<file path="src/rtl/coh_probe_pkg.sv">
package coh_probe_pkg;

    typedef enum logic [0:0] {
        BAR_IDLE = 1'b0,
        BAR_WAIT = 1'b1
    } bar_state_e;

    // next index of a circular pointer with an arbitrary depth
    function automatic int unsigned ring_next(input int unsigned ptr, input int unsigned depth);
        return (ptr == depth - 1) ? 0 : ptr + 1;
    endfunction

endpackage

</file>
<file path="src/rtl/coh_probe_fifo.sv">
module coh_probe_fifo #(
    parameter int AW    = 16,
    parameter int DEPTH = 8,
    localparam int PW   = (DEPTH > 1) ? $clog2(DEPTH) : 1,
    localparam int CW   = $clog2(DEPTH + 1)
) (
    input  logic          clk,
    input  logic          rst,
    input  logic          push,
    input  logic [AW-1:0] push_addr,
    input  logic          pop,
    output logic [AW-1:0] head_addr,
    output logic          empty,
    output logic          full,
    output logic [CW-1:0] count
);
    import coh_probe_pkg::*;

    logic [AW-1:0] slot_q [DEPTH];
    logic [PW-1:0] wr_q, rd_q;
    logic [CW-1:0] cnt_q;

    assign empty     = (cnt_q == '0);
    assign full      = (cnt_q == CW'(DEPTH));
    assign count     = cnt_q;
    assign head_addr = slot_q[rd_q];

    always_ff @(posedge clk) begin
        if (rst) begin
            wr_q  <= '0;
            rd_q  <= '0;
            cnt_q <= '0;
        end else begin
            if (push) begin
                slot_q[wr_q] <= push_addr;
                wr_q <= PW'(ring_next(int'(wr_q), DEPTH));
            end
            if (pop) rd_q <= PW'(ring_next(int'(rd_q), DEPTH));
            case ({push, pop})
                2'b10:   cnt_q <= cnt_q + 1'b1;
                2'b01:   cnt_q <= cnt_q - 1'b1;
                default: cnt_q <= cnt_q;
            endcase
        end
    end

    assert_no_overflow_R1: assert property (@(posedge clk) disable iff (rst)
        full |-> !push);
    assert_no_underflow_R4: assert property (@(posedge clk) disable iff (rst)
        empty |-> !pop);

endmodule

</file>
<file path="src/rtl/coh_line_store.sv">
module coh_line_store #(
    parameter int LINES  = 16,
    parameter int TAG_W  = 12,
    parameter int DW     = 32,
    localparam int IDX_W = $clog2(LINES)
) (
    input  logic             clk,
    input  logic             rst,
    input  logic             rd_en,
    input  logic [IDX_W-1:0] rd_idx,
    input  logic [TAG_W-1:0] rd_tag,
    output logic             rsp_valid,
    output logic             rsp_hit,
    output logic [DW-1:0]    rsp_data,
    input  logic             fill_en,
    input  logic [IDX_W-1:0] fill_idx,
    input  logic [TAG_W-1:0] fill_tag,
    input  logic [DW-1:0]    fill_data,
    input  logic             inv_en,
    input  logic [IDX_W-1:0] inv_idx,
    input  logic [TAG_W-1:0] inv_tag
);
    logic [LINES-1:0] valid_q, valid_d;
    logic [TAG_W-1:0] tag_q  [LINES];
    logic [TAG_W-1:0] tag_d  [LINES];
    logic [DW-1:0]    data_q [LINES];
    logic [DW-1:0]    data_d [LINES];

    // fill first, then the invalidate compares against the post-fill tag
    always_comb begin
        for (int i = 0; i < LINES; i++) begin
            logic fill_here;
            fill_here  = fill_en && (fill_idx == IDX_W'(i));
            tag_d[i]   = fill_here ? fill_tag  : tag_q[i];
            data_d[i]  = fill_here ? fill_data : data_q[i];
            valid_d[i] = fill_here ? 1'b1      : valid_q[i];
            if (inv_en && (inv_idx == IDX_W'(i)) && (inv_tag == tag_d[i]))
                valid_d[i] = 1'b0;
        end
    end

    always_ff @(posedge clk) begin
        if (rst) begin
            valid_q   <= '0;
            rsp_valid <= 1'b0;
            rsp_hit   <= 1'b0;
            rsp_data  <= '0;
        end else begin
            valid_q   <= valid_d;
            rsp_valid <= rd_en;
            rsp_hit   <= rd_en && valid_q[rd_idx] && (tag_q[rd_idx] == rd_tag);
            rsp_data  <= data_q[rd_idx];
        end
        for (int i = 0; i < LINES; i++) begin
            tag_q[i]  <= tag_d[i];
            data_q[i] <= data_d[i];
        end
    end

    // a fill meeting a matching invalidate in one cycle ends invalid
    assert_fill_then_kill_R9: assert property (@(posedge clk) disable iff (rst)
        (fill_en && inv_en && fill_idx == inv_idx && fill_tag == inv_tag)
        |=> !valid_q[$past(inv_idx)]);
    // a foreign-tag invalidate leaves the line as it was
    assert_foreign_tag_kept_R8: assert property (@(posedge clk) disable iff (rst)
        (inv_en && !(fill_en && fill_idx == inv_idx) && tag_q[inv_idx] != inv_tag)
        |=> valid_q[$past(inv_idx)] == $past(valid_q[inv_idx]));

endmodule

</file>
<file path="src/rtl/coh_barrier_ctl.sv">
module coh_barrier_ctl #(
    parameter int CW = 4
) (
    input  logic          clk,
    input  logic          rst,
    input  logic          bar_req,
    input  logic [CW-1:0] q_count,
    input  logic          deq,
    output logic          force_drain,
    output logic          bar_done
);
    import coh_probe_pkg::*;

    bar_state_e    state_q;
    logic [CW-1:0] rem_q;

    assign force_drain = (state_q == BAR_WAIT) && (rem_q != '0);

    always_ff @(posedge clk) begin
        if (rst) begin
            state_q  <= BAR_IDLE;
            rem_q    <= '0;
            bar_done <= 1'b0;
        end else begin
            bar_done <= 1'b0;
            unique case (state_q)
                BAR_IDLE: if (bar_req) begin
                    state_q <= BAR_WAIT;
                    rem_q   <= q_count - (deq ? CW'(1) : CW'(0));
                end
                BAR_WAIT: if (rem_q == '0) begin
                    state_q  <= BAR_IDLE;
                    bar_done <= 1'b1;
                end else if (deq) begin
                    rem_q <= rem_q - 1'b1;
                end
                default: state_q <= BAR_IDLE;
            endcase
        end
    end

    // the probes a barrier waits on are always a subset of those queued
    assert_rem_bounded_R7: assert property (@(posedge clk) disable iff (rst)
        (state_q == BAR_WAIT) |-> (rem_q <= q_count));
    assert_done_pulse_R6: assert property (@(posedge clk) disable iff (rst)
        bar_done |=> !bar_done);

endmodule

</file>
<file path="src/rtl/coh_probe_inbox.sv">
module coh_probe_inbox #(
    parameter int AW        = 16,
    parameter int DW        = 32,
    parameter int LINES     = 16,
    parameter int QDEPTH    = 8,
    parameter int DRAIN_GAP = 3,
    localparam int IDX_W    = $clog2(LINES),
    localparam int TAG_W    = AW - IDX_W,
    localparam int CW       = $clog2(QDEPTH + 1),
    localparam int GW       = $clog2(DRAIN_GAP + 2)
) (
    input  logic          clk,
    input  logic          rst,
    input  logic          prb_valid,
    input  logic [AW-1:0] prb_addr,
    output logic          prb_ready,
    output logic          prb_ack,
    input  logic          rpl_valid,
    input  logic [AW-1:0] rpl_addr,
    input  logic [DW-1:0] rpl_data,
    input  logic          ld_valid,
    input  logic [AW-1:0] ld_addr,
    output logic          ld_rsp_valid,
    output logic          ld_hit,
    output logic [DW-1:0] ld_data,
    input  logic          bar_req,
    output logic          bar_done
);
    typedef struct packed {
        logic [TAG_W-1:0] tag;
        logic [IDX_W-1:0] idx;
    } line_addr_t;

    line_addr_t    head, rpl_line, ld_line;
    logic          push, deq, q_empty, q_full, force_drain, bg_slot, bg_ok;
    logic [AW-1:0] head_raw;
    logic [CW-1:0] q_count;

    assign head     = line_addr_t'(head_raw);
    assign rpl_line = line_addr_t'(rpl_addr);
    assign ld_line  = line_addr_t'(ld_addr);

    assign prb_ready = !q_full;
    assign push      = prb_valid && !q_full;

    always_ff @(posedge clk) begin
        if (rst) prb_ack <= 1'b0;
        else     prb_ack <= push;
    end

    // background drain pacing
    if (DRAIN_GAP == 0) begin : g_no_gap
        assign bg_slot = 1'b1;
    end else begin : g_gap
        logic [GW-1:0] gap_q;
        always_ff @(posedge clk) begin
            if (rst)                gap_q <= GW'(DRAIN_GAP);
            else if (deq)           gap_q <= GW'(DRAIN_GAP);
            else if (gap_q != '0)   gap_q <= gap_q - 1'b1;
        end
        assign bg_slot = (gap_q == '0);
    end

    assign bg_ok = bg_slot && !ld_valid && !rpl_valid;
    assign deq   = !q_empty && (force_drain || bg_ok);

    coh_probe_fifo #(.AW(AW), .DEPTH(QDEPTH)) u_fifo (
        .clk(clk), .rst(rst),
        .push(push), .push_addr(prb_addr),
        .pop(deq), .head_addr(head_raw),
        .empty(q_empty), .full(q_full), .count(q_count)
    );

    coh_line_store #(.LINES(LINES), .TAG_W(TAG_W), .DW(DW)) u_store (
        .clk(clk), .rst(rst),
        .rd_en(ld_valid), .rd_idx(ld_line.idx), .rd_tag(ld_line.tag),
        .rsp_valid(ld_rsp_valid), .rsp_hit(ld_hit), .rsp_data(ld_data),
        .fill_en(rpl_valid), .fill_idx(rpl_line.idx), .fill_tag(rpl_line.tag),
        .fill_data(rpl_data),
        .inv_en(deq), .inv_idx(head.idx), .inv_tag(head.tag)
    );

    coh_barrier_ctl #(.CW(CW)) u_bar (
        .clk(clk), .rst(rst),
        .bar_req(bar_req), .q_count(q_count), .deq(deq),
        .force_drain(force_drain), .bar_done(bar_done)
    );

    assert_ack_follows_R1: assert property (@(posedge clk) disable iff (rst)
        (prb_valid && prb_ready) |=> prb_ack);
    assert_full_no_ack_R1: assert property (@(posedge clk) disable iff (rst)
        !prb_ready |=> !prb_ack);
    assert_bg_yields_R5: assert property (@(posedge clk) disable iff (rst)
        (deq && !force_drain) |-> (!ld_valid && !rpl_valid));

endmodule

</file>
<file path="config.mk">
export PLATFORM = sky130hd
export DESIGN_NAME = coh_probe_inbox
export DESIGN_NICKNAME = d
export VERILOG_FILES = /design/src/rtl/coh_probe_pkg.sv /design/src/rtl/coh_probe_fifo.sv /design/src/rtl/coh_line_store.sv /design/src/rtl/coh_barrier_ctl.sv /design/src/rtl/coh_probe_inbox.sv
export SDC_FILE = /design/constraint.sdc
export NUM_CORES = 1
export LEC_CHECK = 0
export BUFFER_PORTS_ARGS = -buffer_cell sky130_fd_sc_hd__buf_2
export CORE_MARGIN = 2
export CORE_UTILIZATION = 40
export DETAILED_ROUTE_END_ITERATION = 10
export GPL_ROUTABILITY_DRIVEN = 0
export PLACE_DENSITY = 0.57
export SETUP_SLACK_MARGIN = 0.2
export SLEW_MARGIN = 20
export SYNTH_ARGS = -nofsm -noshare
export SYNTH_HDL_FRONTEND = slang
export SYNTH_SLANG_ARGS = --single-unit
</file>
<file path="constraint.sdc">
create_clock -name clk -period 10.7 [get_ports clk]
set_input_delay 2.675 -clock clk [delete_from_list [all_inputs] [get_ports clk]]
set_output_delay 2.675 -clock clk [all_outputs]
set_load 0.02 [all_outputs]
</file>
==> run summary <==
The TritonCTS clock tree is done. The final worst hold slack came out at around 490 ps. The cell leakage power is around 14 nW. In this run the horizontal extent of the chip is 309 µm. The worst setup path is launched from a primary input. The final antenna diode count came out at 0. The count of flip-flops with a built-in enable after synthesis is 640.

The remaining routing DRC violations is 0. The port buffer count came out at around 120. Among all stages on the critical path, the largest delay is contributed by nor2_4. Counting the fill cells in the layout gives about 7.9k. Of all nets on the critical path, the largest fanout is 23. The share of flip-flops with an asynchronous set or reset after synthesis came out at 0. The compound-cell area share of the yosys netlist is 0.0134. The number of buffers created by CTS is 94. The CTS H-tree depth is 3.

Setup repair after global routing left no endpoint under its margin. The final critical-path required period is 5400 ps. The total power is between 8 and 9 mW. The routed layout has between 15k and 20k vias. The final layout contains 2340 nets. Clock tree synthesis selected as its root buffer the cell clkbuf_16. At the worst endpoint, the required time is approximately 11000 ps. The Yosys step of the flow raised 0 warnings. The flow ran to the end, and the final reports show no timing, DRC or antenna violations.

The via count of the first global-routing pass is between 20k and 25k. The total setup violations reported at the end of the flow came out at 0. The initial utilization of the core area, before any placement, comes to 0.404.

Counting both buffers and inverters, the worst setup path holds a total of 2. The total of hold buffers inserted after clock tree synthesis came out at 0. The areal power density over the cells is 201 mW/mm². The fmax came out at about 190 MHz.

The number of DRC violations after detailed-routing iteration 0 came out at roughly 1.7k. For the pin with the worst max-slew slack, the measured transition is between 1000 and 1500 ps. The post-route setup TNS came out at 0 ps. The fraction of the yosys area taken by sequential cells is 0.661.

The count of endpoints failing hold in the final timing report came out at 0. The kind of end point of the critical path is a register. The synthesis-to-finish area growth is 13.8%. The peak supply drop is about 0.17 mV. The initial antenna violation count was 7. After clock tree synthesis, the setup repair step added 0 buffers. The latest clock arrival within the worst-skew pair is approximately 660 ps. The post-synthesis cell count came out at about 2.1k. The longest clock path from root to sink contains 3 buffers. The area of combinational cells with multiple inputs is roughly 0.012 mm². The worst-case clock skew came out at approximately 14 ps. The total count of max-transition violations in the final report is 0. The per-cell via count in the routed design is about 5.5. The detail route stage leaves a number of antenna-violating nets equal to 0. The top-level port count is about 120.

The worst hold path belongs to the class reg2reg. The netlist uses between 50 and 60 different library cells. The number of search-and-repair iterations in the first detailed-routing pass is 5.

The post-synthesis share of cell area spent on full adders, half adders and majority gates came out at 0.00405. The start-to-end type of the worst setup path is in2reg. The clock-pin slew on the worst setup and hold paths is about 60 ps.

The number of gates resized after CTS was 0. The die covers approximately 0.095 mm². The net count of the mapped netlist is approximately 2.2k.

The XOR/XNOR share of the synthesized area came out at 0.0500. At the end of the flow the core is filled with cells to 0.460. After synthesis the cells add up to between 0.03 and 0.04 mm².

Of the total synthesized cell area, the portion taken by AND, OR, NAND and NOR gates is 0.0386. The sequential cells in the finished layout cover a total of roughly 0.025 mm². The core outline area is just over 0.09 mm². After synthesis, the largest family of logic cells by area is multiplexers.

The mux cell area share after synthesis is 0.216. For this run, the leading register cell type out of synthesis is edfxtp_1. Entering global routing, the biggest net connects 120 pins. The overall routed net length came out at 98200 µm. The per-instance average area after synthesis is 17.5 µm².

The max-capacitance violation count came out at 0. Broken down by cell family, the worst path's largest delay share belongs to simple AND/OR/NAND/NOR gates. The floorplan has approximately 110 rows. The number of storage elements in the synthesis netlist came out at between 900 and 1k.

The relative max-transition margin is 0.255. The first global-routing pass estimated 142000 µm of wire. The sum of net half-perimeters after detailed placement came out at about 57000 µm. The number of sinks on the clock net is about 910. The critical path data arrival time came out at between 5000 and 6000 ps. The largest stage delay on the critical path came out at between 800 and 900 ps.

The total overflow left after global routing is 0. The fraction of final layout cells with drive strength greater than 1 is 0.318. The share of the cycle needed by the critical path after routing is 0.505. The average wire length per cell after detail routing is approximately 28 µm.

The floorplan die height came out at between 300 and 400 µm. Traced cell by cell, the critical path runs through buf_2, nand3b_1, nor2_4, buf_4, mux2_2, xnor2_1, or4_1, nor4_1, nor3_1. The total routing resource utilization after global routing is 0.207.
path summary, 6_finish.rpt:
check	startpoint	endpoint	slack (ps)	cells after the start
worst max-delay path	rpl_addr[1]	u_store.valid_q[13]	5300	9
worst min register to register	u_fifo.rd_q[1]	register	490	2
worst min-delay path	u_fifo.rd_q[1]	register	490	2
worst max register to register	register	u_store.valid_q[8]	6950	7
registers in the layout, summed over array words and instances (netlist names), 3 cells and up, named ones only:
register / flops
g_gap.gap_q: 3
u_bar.rem_q: 4
u_fifo.count: 4
u_fifo.rd_q: 3
u_fifo.slot_q: 128
u_fifo.wr_q: 3
u_store.data_q: 512
u_store.rsp_data: 32
u_store.tag_q: 192
u_store.valid_q: 16
cells in the mapped netlist, types with 31 or more instances:
master,count,area (µm²)
dfxtp_1,265,5310
mux2i_1,77,771
nor2b_1,38,238
nor2_1,51,191
xnor2_1,56,490
nand2_1,43,161
clkbuf_1,53,199
mux4_2,223,5020
mux2_2,192,2160
xor2_1,156,1370
edfxtp_1,640,19200
buf_2,49,245
nand4_1,31,194
logic make-up (layout without fill, tap and decap cells):
logic type,count (synthesis),count (layout)
muxes,494,494
AOI/OAI and AO/OA,78,78
adders and majority gates,12,12
buffers and inverters,150,358
DFF,905,905
and+or+nand+nor,265,265
xor gates and xnor gates,212,212
stage by stage:
step	cell area, µm²	setup slack (ps)	instances
after floorplan	37100	5400	2116
after global placement	39100	4640	3388
after detailed placement	39100	4610	3388
after CTS	42200	5310	3566
after global routing	42200	5130	3567
final	42200	5300	3567
worst register-to-register path: stages, from the launching register on:
cell and delay [ps]:
dfxtp_2 310, buf_4 660, mux4_2 680, mux2i_4 790, xor2_1 380, nand4_1 200
nor4_1 480, nor3_1 90
power breakdown:
| part | switching [mW] | internal (mW) |
|---|---|---|
| Combinational | 0.586 | 0.483 |
| Sequential | 0.141 | 4.00 |
| Clock | 1.37 | 1.91 |
area by class of cell:
cell class / instances / area share
flip-flops and latches: 905 / 0.581
multi-input cells: 1061 / 0.284
clock buffers: 145 / 0.0665
well taps: 1243 / 0.0368
repair buffers: 158 / 0.0222
clock inverters: 33 / 0.00761
inverters: 22 / 0.00198
cells in the final DEF (no fill, tap or decap), types with 4 or more instances in the layout:
| cell type | count |
|---|---|
| inv_1 | 12 |
| o22ai_1 | 6 |
| o21ai_0 | 16 |
| nand2_1 | 43 |
| nor3_1 | 21 |
| nor2_1 | 42 |
| mux4_2 | 223 |
| ha_1 | 12 |
| nor2b_1 | 38 |
| mux2_2 | 192 |
| a211oi_1 | 6 |
| xnor2_1 | 56 |
| clkbuf_16 | 97 |
| buf_2 | 118 |
| nand3b_1 | 8 |
| nor4_1 | 15 |
| or3_1 | 10 |
| o21bai_1 | 5 |
| a21oi_1 | 16 |
| nand2b_1 | 8 |
| bufinv_16 | 4 |
| nand4_1 | 31 |
| inv_2 | 7 |
| clkbuf_1 | 28 |
| a31oi_1 | 8 |
| clkinv_2 | 16 |
| or4_1 | 9 |
| mux2i_1 | 77 |
| a22oi_1 | 9 |
| xor2_1 | 156 |
| nand3_1 | 10 |
| edfxtp_1 | 640 |
| dfxtp_1 | 264 |
| buf_4 | 36 |
| clkinv_1 | 10 |
| nor2_4 | 9 |
| clkbuf_8 | 21 |
per-layer routing:
layer,GRT usage,wire length (µm)
met5,0,21
met1,0.279,41500
met2,0.346,48600
met4,0.0647,3100
met3,0.0331,4980
Power figures use the tool's default switching activity.
